`src/rtl/i2ct_pkg.sv`:
```
package i2ct_pkg;
  localparam int BYTE_W = 8;
  localparam int REG_W  = 2 * BYTE_W;
  localparam int CNT_W  = $clog2(BYTE_W + 1);

  typedef enum logic [2:0] {
    ST_IDLE, ST_RX, ST_RX_ACK, ST_TX, ST_TX_ACK, ST_WAIT
  } st_e;

  typedef enum logic [1:0] {
    PH_ADDR, PH_CMD, PH_WMSB, PH_WLSB
  } ph_e;
endpackage

```
`src/rtl/i2ct_sync.sv`:
```
module i2ct_sync #(
  parameter int   STAGES  = 2,
  parameter logic RST_VAL = 1'b1
) (
  input  logic clk,
  input  logic rst_n,
  input  logic din,
  output logic dout,
  output logic dout_d
);
  logic [STAGES:0] chain;

  always_ff @(posedge clk or negedge rst_n) begin
    if (!rst_n) chain[0] <= RST_VAL;
    else        chain[0] <= din;
  end

  for (genvar g = 1; g <= STAGES; g++) begin : g_stage
    always_ff @(posedge clk or negedge rst_n) begin
      if (!rst_n) chain[g] <= RST_VAL;
      else        chain[g] <= chain[g-1];
    end
  end

  assign dout   = chain[STAGES-1];
  assign dout_d = chain[STAGES];
endmodule

```
`src/rtl/i2ct_cond.sv`:
```
module i2ct_cond (
  input  logic scl_s,
  input  logic scl_d,
  input  logic sda_s,
  input  logic sda_d,
  output logic scl_rise,
  output logic scl_fall,
  output logic bus_start,
  output logic bus_stop
);
  logic scl_hi;
  always_comb begin
    scl_hi    = scl_s & scl_d;
    scl_rise  = scl_s & ~scl_d;
    scl_fall  = ~scl_s & scl_d;
    bus_start = scl_hi & sda_d & ~sda_s;
    bus_stop  = scl_hi & ~sda_d & sda_s;
  end
endmodule

```
`src/rtl/i2ct_fsm.sv`:
```
module i2ct_fsm
  import i2ct_pkg::*;
#(
  parameter logic [6:0] TGT_ADDR   = 7'h48,
  parameter logic [6:0] BCAST_ADDR = 7'h47,
  parameter logic [7:0] LAST_RST   = 8'hD0
) (
  input  logic              clk,
  input  logic              rst_n,
  input  logic              scl_s,
  input  logic              sda_s,
  input  logic              scl_rise,
  input  logic              scl_fall,
  input  logic              bus_start,
  input  logic              bus_stop,
  output logic              sda_oe,
  output logic [BYTE_W-1:0] rf_sel,
  input  logic [REG_W-1:0]  rf_rdata,
  output logic              rf_wr,
  output logic [REG_W-1:0]  rf_wdata
);
  st_e               st, st_n;
  ph_e               ph, ph_n;
  logic [CNT_W-1:0]  bcnt, bcnt_n;
  logic [BYTE_W-1:0] shreg, shreg_n;
  logic [BYTE_W-1:0] ptr, ptr_n;
  logic [BYTE_W-1:0] last, last_n;
  logic [BYTE_W-1:0] msb, msb_n;
  logic [REG_W-1:0]  txsh, txsh_n;
  logic [REG_W-1:0]  wdata, wdata_n;
  logic              rw, rw_n;
  logic              cmd_ok, cmd_ok_n;
  logic              second, second_n;
  logic              acked, acked_n;
  logic              we, we_n;
  logic              byte_done, addr_hit;

  always_comb begin
    byte_done = scl_fall && (bcnt == CNT_W'(BYTE_W));
    addr_hit  = (shreg[7:1] == TGT_ADDR) ||
                ((shreg[7:1] == BCAST_ADDR) && !shreg[0]);
  end

  always_comb begin
    st_n = st;  ph_n = ph;  bcnt_n = bcnt;  shreg_n = shreg;
    ptr_n = ptr;  last_n = last;  msb_n = msb;  txsh_n = txsh;
    wdata_n = wdata;  rw_n = rw;  cmd_ok_n = cmd_ok;
    second_n = second;  acked_n = acked;  we_n = 1'b0;
    if (bus_stop) begin
      st_n     = ST_IDLE;
      cmd_ok_n = 1'b0;
    end else if (bus_start) begin
      st_n   = ST_RX;
      ph_n   = PH_ADDR;
      bcnt_n = '0;
    end else begin
      unique case (st)
        ST_RX: begin
          if (scl_rise) begin
            shreg_n = {shreg[BYTE_W-2:0], sda_s};
            bcnt_n  = bcnt + 1'b1;
          end else if (byte_done) begin
            bcnt_n = '0;
            unique case (ph)
              PH_ADDR: begin
                rw_n = shreg[0];
                st_n = addr_hit ? ST_RX_ACK : ST_WAIT;
              end
              PH_CMD: begin
                ptr_n    = shreg;
                cmd_ok_n = 1'b1;
                st_n     = ST_RX_ACK;
              end
              PH_WMSB: begin
                msb_n = shreg;
                st_n  = ST_RX_ACK;
              end
              default: begin
                we_n    = 1'b1;
                wdata_n = {msb, shreg};
                last_n  = ptr;
                st_n    = ST_RX_ACK;
              end
            endcase
          end
        end
        ST_RX_ACK: begin
          if (scl_fall) begin
            if (ph == PH_ADDR && rw) begin
              st_n     = ST_TX;
              txsh_n   = rf_rdata;
              second_n = 1'b0;
              bcnt_n   = '0;
            end else begin
              unique case (ph)
                PH_ADDR: begin ph_n = PH_CMD;  st_n = ST_RX;   end
                PH_CMD:  begin ph_n = PH_WMSB; st_n = ST_RX;   end
                PH_WMSB: begin ph_n = PH_WLSB; st_n = ST_RX;   end
                default: begin                 st_n = ST_WAIT; end
              endcase
            end
          end
        end
        ST_TX: begin
          if (scl_fall) begin
            txsh_n = {txsh[REG_W-2:0], 1'b1};
            bcnt_n = bcnt + 1'b1;
            if (bcnt == CNT_W'(BYTE_W - 1)) st_n = ST_TX_ACK;
          end
        end
        ST_TX_ACK: begin
          if (scl_rise) begin
            acked_n = !sda_s;
          end else if (scl_fall) begin
            bcnt_n = '0;
            if (acked && !second) begin
              st_n     = ST_TX;
              second_n = 1'b1;
            end else begin
              st_n = ST_WAIT;
            end
          end
        end
        default: ;
      endcase
    end
  end

  always_ff @(posedge clk or negedge rst_n) begin
    if (!rst_n) begin
      st <= ST_IDLE;  ph <= PH_ADDR;  bcnt <= '0;  shreg <= '0;
      ptr <= LAST_RST;  last <= LAST_RST;  msb <= '0;  txsh <= '1;
      wdata <= '0;  rw <= 1'b0;  cmd_ok <= 1'b0;  second <= 1'b0;
      acked <= 1'b0;  we <= 1'b0;
    end else begin
      st <= st_n;  ph <= ph_n;  bcnt <= bcnt_n;  shreg <= shreg_n;
      ptr <= ptr_n;  last <= last_n;  msb <= msb_n;  txsh <= txsh_n;
      wdata <= wdata_n;  rw <= rw_n;  cmd_ok <= cmd_ok_n;
      second <= second_n;  acked <= acked_n;  we <= we_n;
    end
  end

  always_comb begin
    sda_oe   = (st == ST_RX_ACK) || ((st == ST_TX) && !txsh[REG_W-1]);
    rf_sel   = cmd_ok ? ptr : last;
    rf_wr    = we;
    rf_wdata = wdata;
  end

  assert_wr_single_R8: assert property (@(posedge clk) disable iff (!rst_n)
    we |=> !we);
  assert_bcast_rd_nack_R7: assert property (@(posedge clk) disable iff (!rst_n)
    (st == ST_RX_ACK && ph == PH_ADDR) |-> !(shreg[0] && shreg[7:1] == BCAST_ADDR));
  assert_tx_only_read_R4: assert property (@(posedge clk) disable iff (!rst_n)
    (st == ST_TX) |-> rw);
  assert_wait_released_R5: assert property (@(posedge clk) disable iff (!rst_n)
    (st == ST_WAIT) |-> !sda_oe);
  assert_sda_scl_low_R9: assert property (@(posedge clk) disable iff (!rst_n)
    (sda_oe != $past(sda_oe)) |-> !scl_s);
endmodule

```
`src/rtl/i2c_reg_target.sv`:
```
module i2c_reg_target
  import i2ct_pkg::*;
#(
  parameter logic [6:0] TGT_ADDR    = 7'h48,
  parameter logic [6:0] BCAST_ADDR  = 7'h47,
  parameter logic [7:0] LAST_RST    = 8'hD0,
  parameter int         SYNC_STAGES = 2
) (
  input  logic        clk,
  input  logic        rst_n,
  input  logic        scl_i,
  input  logic        sda_i,
  output logic        sda_oe,
  output logic [7:0]  rf_sel,
  input  logic [15:0] rf_rdata,
  output logic        rf_wr,
  output logic [15:0] rf_wdata
);
  logic [1:0] rst_q;
  logic       rst_sn;
  logic       scl_s, scl_d, sda_s, sda_d;
  logic       scl_rise, scl_fall, bus_start, bus_stop;

  always_ff @(posedge clk or negedge rst_n) begin
    if (!rst_n) rst_q <= 2'b00;
    else        rst_q <= {rst_q[0], 1'b1};
  end
  assign rst_sn = rst_q[1];

  i2ct_sync #(.STAGES(SYNC_STAGES), .RST_VAL(1'b1)) u_scl (
    .clk(clk), .rst_n(rst_sn), .din(scl_i), .dout(scl_s), .dout_d(scl_d));
  i2ct_sync #(.STAGES(SYNC_STAGES), .RST_VAL(1'b1)) u_sda (
    .clk(clk), .rst_n(rst_sn), .din(sda_i), .dout(sda_s), .dout_d(sda_d));

  i2ct_cond u_cond (
    .scl_s(scl_s), .scl_d(scl_d), .sda_s(sda_s), .sda_d(sda_d),
    .scl_rise(scl_rise), .scl_fall(scl_fall),
    .bus_start(bus_start), .bus_stop(bus_stop));

  i2ct_fsm #(.TGT_ADDR(TGT_ADDR), .BCAST_ADDR(BCAST_ADDR), .LAST_RST(LAST_RST)) u_fsm (
    .clk(clk), .rst_n(rst_sn), .scl_s(scl_s), .sda_s(sda_s),
    .scl_rise(scl_rise), .scl_fall(scl_fall),
    .bus_start(bus_start), .bus_stop(bus_stop),
    .sda_oe(sda_oe), .rf_sel(rf_sel), .rf_rdata(rf_rdata),
    .rf_wr(rf_wr), .rf_wdata(rf_wdata));

  assert_reset_quiet_R10: assert property (@(posedge clk)
    !rst_sn |=> !sda_oe && !rf_wr);
endmodule

```
`config.mk`:
```
export PLATFORM = sky130hd
export DESIGN_NAME = i2c_reg_target
export DESIGN_NICKNAME = d
export VERILOG_FILES = /design/src/rtl/i2ct_pkg.sv /design/src/rtl/i2ct_sync.sv /design/src/rtl/i2ct_cond.sv /design/src/rtl/i2ct_fsm.sv /design/src/rtl/i2c_reg_target.sv
export SDC_FILE = /design/constraint.sdc
export NUM_CORES = 1
export LEC_CHECK = 0
export ABC_AREA = 1
export BUFFER_PORTS_ARGS = -buffer_cell sky130_fd_sc_hd__buf_4
export CORE_MARGIN = 4
export CORE_UTILIZATION = 40
export DETAILED_ROUTE_END_ITERATION = 10
export PLACE_DENSITY_LB_ADDON = 0.12
export REMOVE_ABC_BUFFERS = 1
export SYNTH_ARGS = -nofsm -noshare
export SYNTH_HDL_FRONTEND = slang
export SYNTH_SLANG_ARGS = --single-unit
```
`constraint.sdc`:
```
create_clock -name clk -period 2.8 [get_ports clk]
set_input_delay 0.14 -clock clk [delete_from_list [all_inputs] [get_ports clk]]
set_output_delay 0.14 -clock clk [all_outputs]
set_load 0.01 [all_outputs]
```
## Yosys cells after proc, flatten, opt, wreduce, memory -nomap -nowiden

Cells that the tools add are included.

- Add/sub/neg operators: 1
- Equal/unequal tests: 32
- Multiplexer cells: 52
- Bitwise gates (word level): 15
- Reduce and logical (&&, ||, !) cells: 35

Operators with widths:

| kind | number |
|---|---|
| two-way mux 16 bit | 3 |
| two-way mux 3 bit | 14 |
| two-way mux 4 bit | 8 |
| case mux 16 bit (2 select lines) | 1 |
| AND reduction 6 bit | 5 |
| inequality test 4 x 3 -> 1 bit, second input constant | 6 |
| AND reduction 8 bit | 3 |
| two-way mux 1 bit | 17 |
| case mux 4 bit (4 select lines) | 1 |
| equality test 7 bit, second input constant | 2 |
| inequality test 2 x 1 -> 1 bit, second input constant | 7 |
| nonzero test 2 bit | 7 |
| inequality test 3 x 2 -> 1 bit, second input constant | 4 |
| case mux 3 bit (4 select lines) | 1 |
| AND reduction 5 bit | 2 |
| two-way mux 2 bit | 4 |
| two-way mux 8 bit | 1 |
| inequality test 4 bit, second input constant | 2 |
| NOT 1 bit | 8 |
| AND reduction 4 bit | 2 |
| bitwise AND 1 bit | 7 |
| equality test 3 x 2 -> 1 bit, second input constant | 2 |
| case mux 2 bit (3 select lines) | 1 |
| nonzero test 6 bit | 1 |
| 17 further kinds | 26 |

- Register bits: 86
- Input bits: 20
- Output and inout port bits: 26
- Logic and storage cells: 156

## Longest topological paths before layout

- Depth after elaboration: 10
- Gate-level depth with buffers: 11
- Gate-level depth less buffers: 11

## Hierarchy

A second synthesis with hierarchy kept.

- Cells, all modules: 476
- Area, all modules: 3963.8 um2

By module, submodules not included:

| module | times used | cells an instance | area an instance (um2) | sequential area each (um2) |
|---|---|---|---|---|
| i2ct_fsm | 1 | 456 | 3711.1 | 1979.4 |
| i2ct_sync | 2 | 3 | 78.8 | 78.8 |
| i2c_reg_target | 1 | 3 | 53.8 | 50.0 |
| i2ct_cond | 1 | 11 | 41.3 | 0.0 |

## Worst setup path before layout

Ideal clock, no wire load.

- Kind: register -> register
- Start: reg u_scl.chain[1] (netlist: u_scl.dout)
- End: reg u_fsm.msb[3]
- Library setup time: 127 ps
- Arrival: 1398 ps
- Data required time: 2673 ps
- Path slack: 1275 ps
- Cell stages (with the launch flop): 9
- Path buffers: 1
- Period minus slack after synthesis: 1525 ps
- Cell sequence: dfstp_2 nand2_1 nor3_4 inv_2 nand2_4 inv_2 nand4_4 buf_6 o21ai_0

- Word-level cells in the longest chain between the ends: 5
- Elaborated cells on any way between the ends: 13
- Classes of those cells: bitwise: 11; reduce/logical: 2

RTL lines:

| what | RTL line | RTL |
|---|---|---|
| start: declaration | i2ct_sync.sv:11 | `logic [STAGES:0] chain;` |
| start signal: indexed assignment | i2ct_sync.sv:21 | `else chain[g] <= chain[g-1];` |
| bitwise AND 1 bit | i2ct_cond.sv:13 | `scl_hi = scl_s & scl_d;` |
| bitwise AND 1 bit (on tied branches) (2 in a row) | i2ct_cond.sv:16, i2ct_cond.sv:17 |  |
| NOT 1 bit (no line) | n/a |  |
| AND reduction 6 bit (no line) (*) | n/a |  |
| end signal: assignment | i2ct_fsm.sv:137 | `ptr <= ptr_n; last <= last_n; msb <= msb_n; txsh <= txsh_n;` |
| end: declaration | i2ct_fsm.sv:28 | `logic [BYTE_W-1:0] msb, msb_n;` |

Mark *: on every way between the ends. The rest lies on a longest branch, timed or not.
A chain may end at the register's enable or synchronous reset.

## Worst setup path after layout

- Start: reg u_scl.chain[1] (netlist: u_scl.dout)
- End: reg u_fsm.st[2]

- Word-level cells in the longest chain between the ends: 5
- Elaborated cells on any way between the ends: 20
- Classes of those cells: eq/ne: 7; mux: 2; bitwise: 8; reduce/logical: 3

RTL lines:

| what | RTL line | RTL |
|---|---|---|
| bitwise AND 1 bit or NOT 1 bit (tied branches) | i2ct_cond.sv:13, i2ct_cond.sv:15 |  |
| bitwise AND 1 bit (on tied branches) | i2ct_cond.sv:16, i2ct_cond.sv:15, i2ct_cond.sv:17 |  |
| bitwise AND 1 bit, or another cell as far along | i2ct_cond.sv:16 | `bus_start = scl_hi & sda_d & ~sda_s;` |
| inequality test 4 x 3 -> 1 bit (no line), or another cell as far along | n/a |  |
| AND reduction 8 bit (no line) or two-way mux 3 bit (tied branches) | n/a |  |
| end signal: assignment | i2ct_fsm.sv:136 | `st <= st_n; ph <= ph_n; bcnt <= bcnt_n; shreg <= shreg_n;` |
| end: declaration | i2ct_fsm.sv:22 | `st_e st, st_n;` |

Parallel ways exist; a longest one is shown, timed or not.

==> results.tsv <==
stage	metric	value	unit
outcome	status	completed	
clock_tree	worstSkewPairLatency	360	ps
power	finalPower	3.474	mW
clock_tree	cts_tree	done	
sta	setup_tns	0	ps
clock_tree	h-tree-depth	3	
clock_tree	clkTransAtPathRegs	100	ps
power	p_sw	1.279	mW
layout	drive_above_1_share	20.59	%
clock_tree	post_cts_buffers	0	
worst_setup_path	start_kind	flop	
global_route	met1_usage	20.82	%
power	comb_power_share	27.6	%
layout	seq_area	0.002191	mm2
worst_setup_path	reg2reg_to	u_fsm.st[2]	
worst_setup_path	path_max_fanout	18	
sta	fin_crit	1845	ps
clock_tree	clockBufferDepth	2	
synth	synth_seq_cells	86	
die	initial_core_util	41.32	%
synth	synth-adder-area-share	1.850	%
global_route	grt_max_degree	76	
power	ir_drop	0.2962	mV
synth	yosysTopAreaCell	dfrtp_1	
worst_setup_path	r2r_start	u_scl.dout	
power	clockPowerShare	23.6	%
routing	routed_via_density	4.686	
worst_setup_path	r2r_slack	950	ps
sta	tightest_slew	944.6	ps
synth	synth_cells	485	
global_route	grt.met2_usage	24.49	%
sta	drv_slew	0	
worst_setup_path	critical_path_class	reg2reg	
placed_design	io_buffers	45	
synth	ys_top_cells_by_count	nand2_1 (144), o21ai_0 (72), inv_1 (66)	
power	p_per_area	733.5	mW/mm2
placed_design	pre_cts_ws	969.3	ps
global_route	use_met3	2.605	%
sta	fin_crit_sh	65.90	%
layout	multi_input_area	0.001538	mm2
global_route	overflow	0	
sta	slew_headroom	37.03	%
routing	drtIter0Drc	131	
sta	worst_slack	954.8	ps
die	core	0.009819	mm2
sta	hold_viol	0	
global_route	grt_pass1_wl	14.43	mm
clock_tree	numCtsBuffers	9	
synth	yosysUniqueCellTypes	31	
synth	syn_area_per_cell	8.366	um2
worst_setup_path	cp.required	3100	ps
die	boundaryPins	46	
power	seqPwrFrac	48.8	%
synth	yosys.area_share.xor_xnor	0.2158	%
sta	max_freq	0.5419	GHz
routing	detail-route-antenna-nets	0	
synth	synth.area.top_cells	dfrtp_1 (36%), dfstp_2 (18%), nand2_1 (13%), o21ai_0 (8.9%), inv_1 (6.1%)	
flow_run	cap_violations	0	
die	die_area	0.01182	mm2
global_route	grt_pass1_vias	3116	
worst_hold_path	min_path_type	in2reg	
synth	ys_warn_count	0	
synth	synth_compound_area_share	13.17	%
routing	wl	8.072	mm
layout	antenna_cells	0	
worst_hold_path	min_from	rf_rdata[15]	
synth	synth_top_area_share	35.77	%
routing	dr.pass1.iters	4	
placed_design	dp.cells	653	
layout	final_net_count	560	
worst_setup_path	cp.arrival	2140	ps
placed_design	hpwl	5.607	mm
synth	muxShareOfSynthArea	0	%
die	die_h	108.7	um
clock_tree	root_buffer	clkbuf_8	
layout	stdcell_count	672	
clock_tree	cts_resized	0	
placed_design	finalWeightedCongestion	0.8461	
sta	setup_viol	0	
global_route	grt_usage	15.29	%
power	swShare	36.82	%
synth	synth_edf_count	0	
routing	via_count	3149	
synth	seq_area_frac_synth	53.90	%
synth	ys.flop_type	dfrtp_1	
layout	fill_cells	1020	
global_route	antenna_found_initial	0	
synth	synthMostInstantiatedCell	nand2_1	
synth	async_flop_share	100.0	%
die	die_w	108.7	um
layout	area_growth_syn_to_layout	16.71	%
clock_tree	clock-sinks	86	
synth	yosys.area_share.simple	22.51	%
routing	drc	0	
routing	wl_per_cell	12.01	um
worst_hold_path	min_to	u_fsm.txsh[15]	
sta	rsz0062_at_grt	no	
power	internal_power	2.195	mW
global_route	busiest_layer	met2	
die	rows	36	
worst_setup_path	endpoint_kind	flop	
worst_hold_path	holdPathStages	3	
synth	synth_area	0.004058	mm2
worst_setup_path	reg2reg_depth	8	
sta	fin_worst_skew	10.37	ps
synth	synth_top_family_by_area	simple AND/OR/NAND/NOR gates	
power	leakage	2.357	nW
[cell type report]
class / instances / share of cell area (%)
Tap cell: 133 / 3.514
Inverter: 68 / 5.390
Sequential cell: 86 / 46.26
Clock inverter: 7 / 1.189
Multi-Input combinational cell: 316 / 32.47
Timing Repair Buffer: 53 / 8.560
Clock buffer: 9 / 2.616
[how the worst max path moves through the flow]
stage / startpoint / end / depth (start not counted)
floorplan: rst_q[1] / u_fsm.acked / 0
global placement: u_fsm.st[0] / u_fsm.bcnt[2] / 7
detailed placement: u_scl.dout / u_fsm.last[2] / 6
CTS: u_scl.dout / u_fsm.last[2] / 6
global route: u_scl.dout / u_fsm.st[1] / 8
finish: u_scl.dout / u_fsm.st[2] / 8
[cells in the final DEF, fill, tap and decap left out, drive strengths merged, types with 3 or more instances in the layout]
master       instances
a21oi                7
o211ai              15
nand4                3
nor2                30
nand2              146
nor3                 5
ha                   6
nand3               23
clkinv               3
clkbuf               9
buf                 50
dfrtp               58
dfstp               28
dlygate4sd3          3
inv                 71
o21ai               76
[registers in the layout (all words and copies together), names as in the netlist]
name,cells
u_fsm.rf_wr,1
u_fsm.msb,8
u_sda.chain,1
u_fsm.second,1
u_sda.dout,1
u_fsm.bcnt,4
u_sda.dout_d,1
u_fsm.last,8
u_scl.chain,1
u_fsm.st,3
u_scl.dout_d,1
u_fsm.shreg,8
u_fsm.rf_wdata,16
u_scl.dout,1
u_fsm.ptr,8
u_fsm.cmd_ok,1
rst_q,2
u_fsm.acked,1
u_fsm.txsh,16
u_fsm.rw,1
u_fsm.ph,2
[through the flow]
step                      hold slack, ps  cell area (um2)  util [%]
after floorplan                   -155.6             3978         -
after global placement            -76.14             4526     46.09
after global routing               41.56             4736     48.23
final                              20.79             4736     48.23
after CTS                          4.582             4736     48.23
after detailed placement          -74.79             4526     46.09
[cells by family (layout without fill, tap and decap cells)]
group,count (synthesis),in the layout
AOI/OAI and AO/OA,99,99
xor gates and xnor gates,1,1
adders and majority gates,6,6
buffers and inverters,83,137
DFF,86,86
other,1,1
and+or+nand+nor,209,209
[what timing repair did]
action	CTS	global route
hold endpoints to repair	4	0
hold buffers	3	0
setup endpoints to repair	0	0
[metal layers]
metal / routed length (um) / up-vias
met1: 3887 / 1457
met3: 243 / 10
li1: - / 1639
met4: 111 / 0
met5: 0 / -
met2: 3829 / 43
[power by group through the flow]
stage               clock (mW)  sequential (mW)  combinational (mW)
global route             0.895             1.73                1.12
floorplan                    0             1.68               0.729
CTS                      0.849             1.70               0.966
detailed placement           0             1.72               0.958
finish                   0.818             1.70               0.960
global placement             0             1.72               0.946
[critical path, stage by stage, from the launching register on]
cell	delay, ps
dfstp_2	570
nand2_1	200
nor2_2	530
inv_1	80
nand3_1	80
nor2_1	70
nor2_1	130
nand2_1	70
nand2_1	50
(Power assumes the default switching activity.)
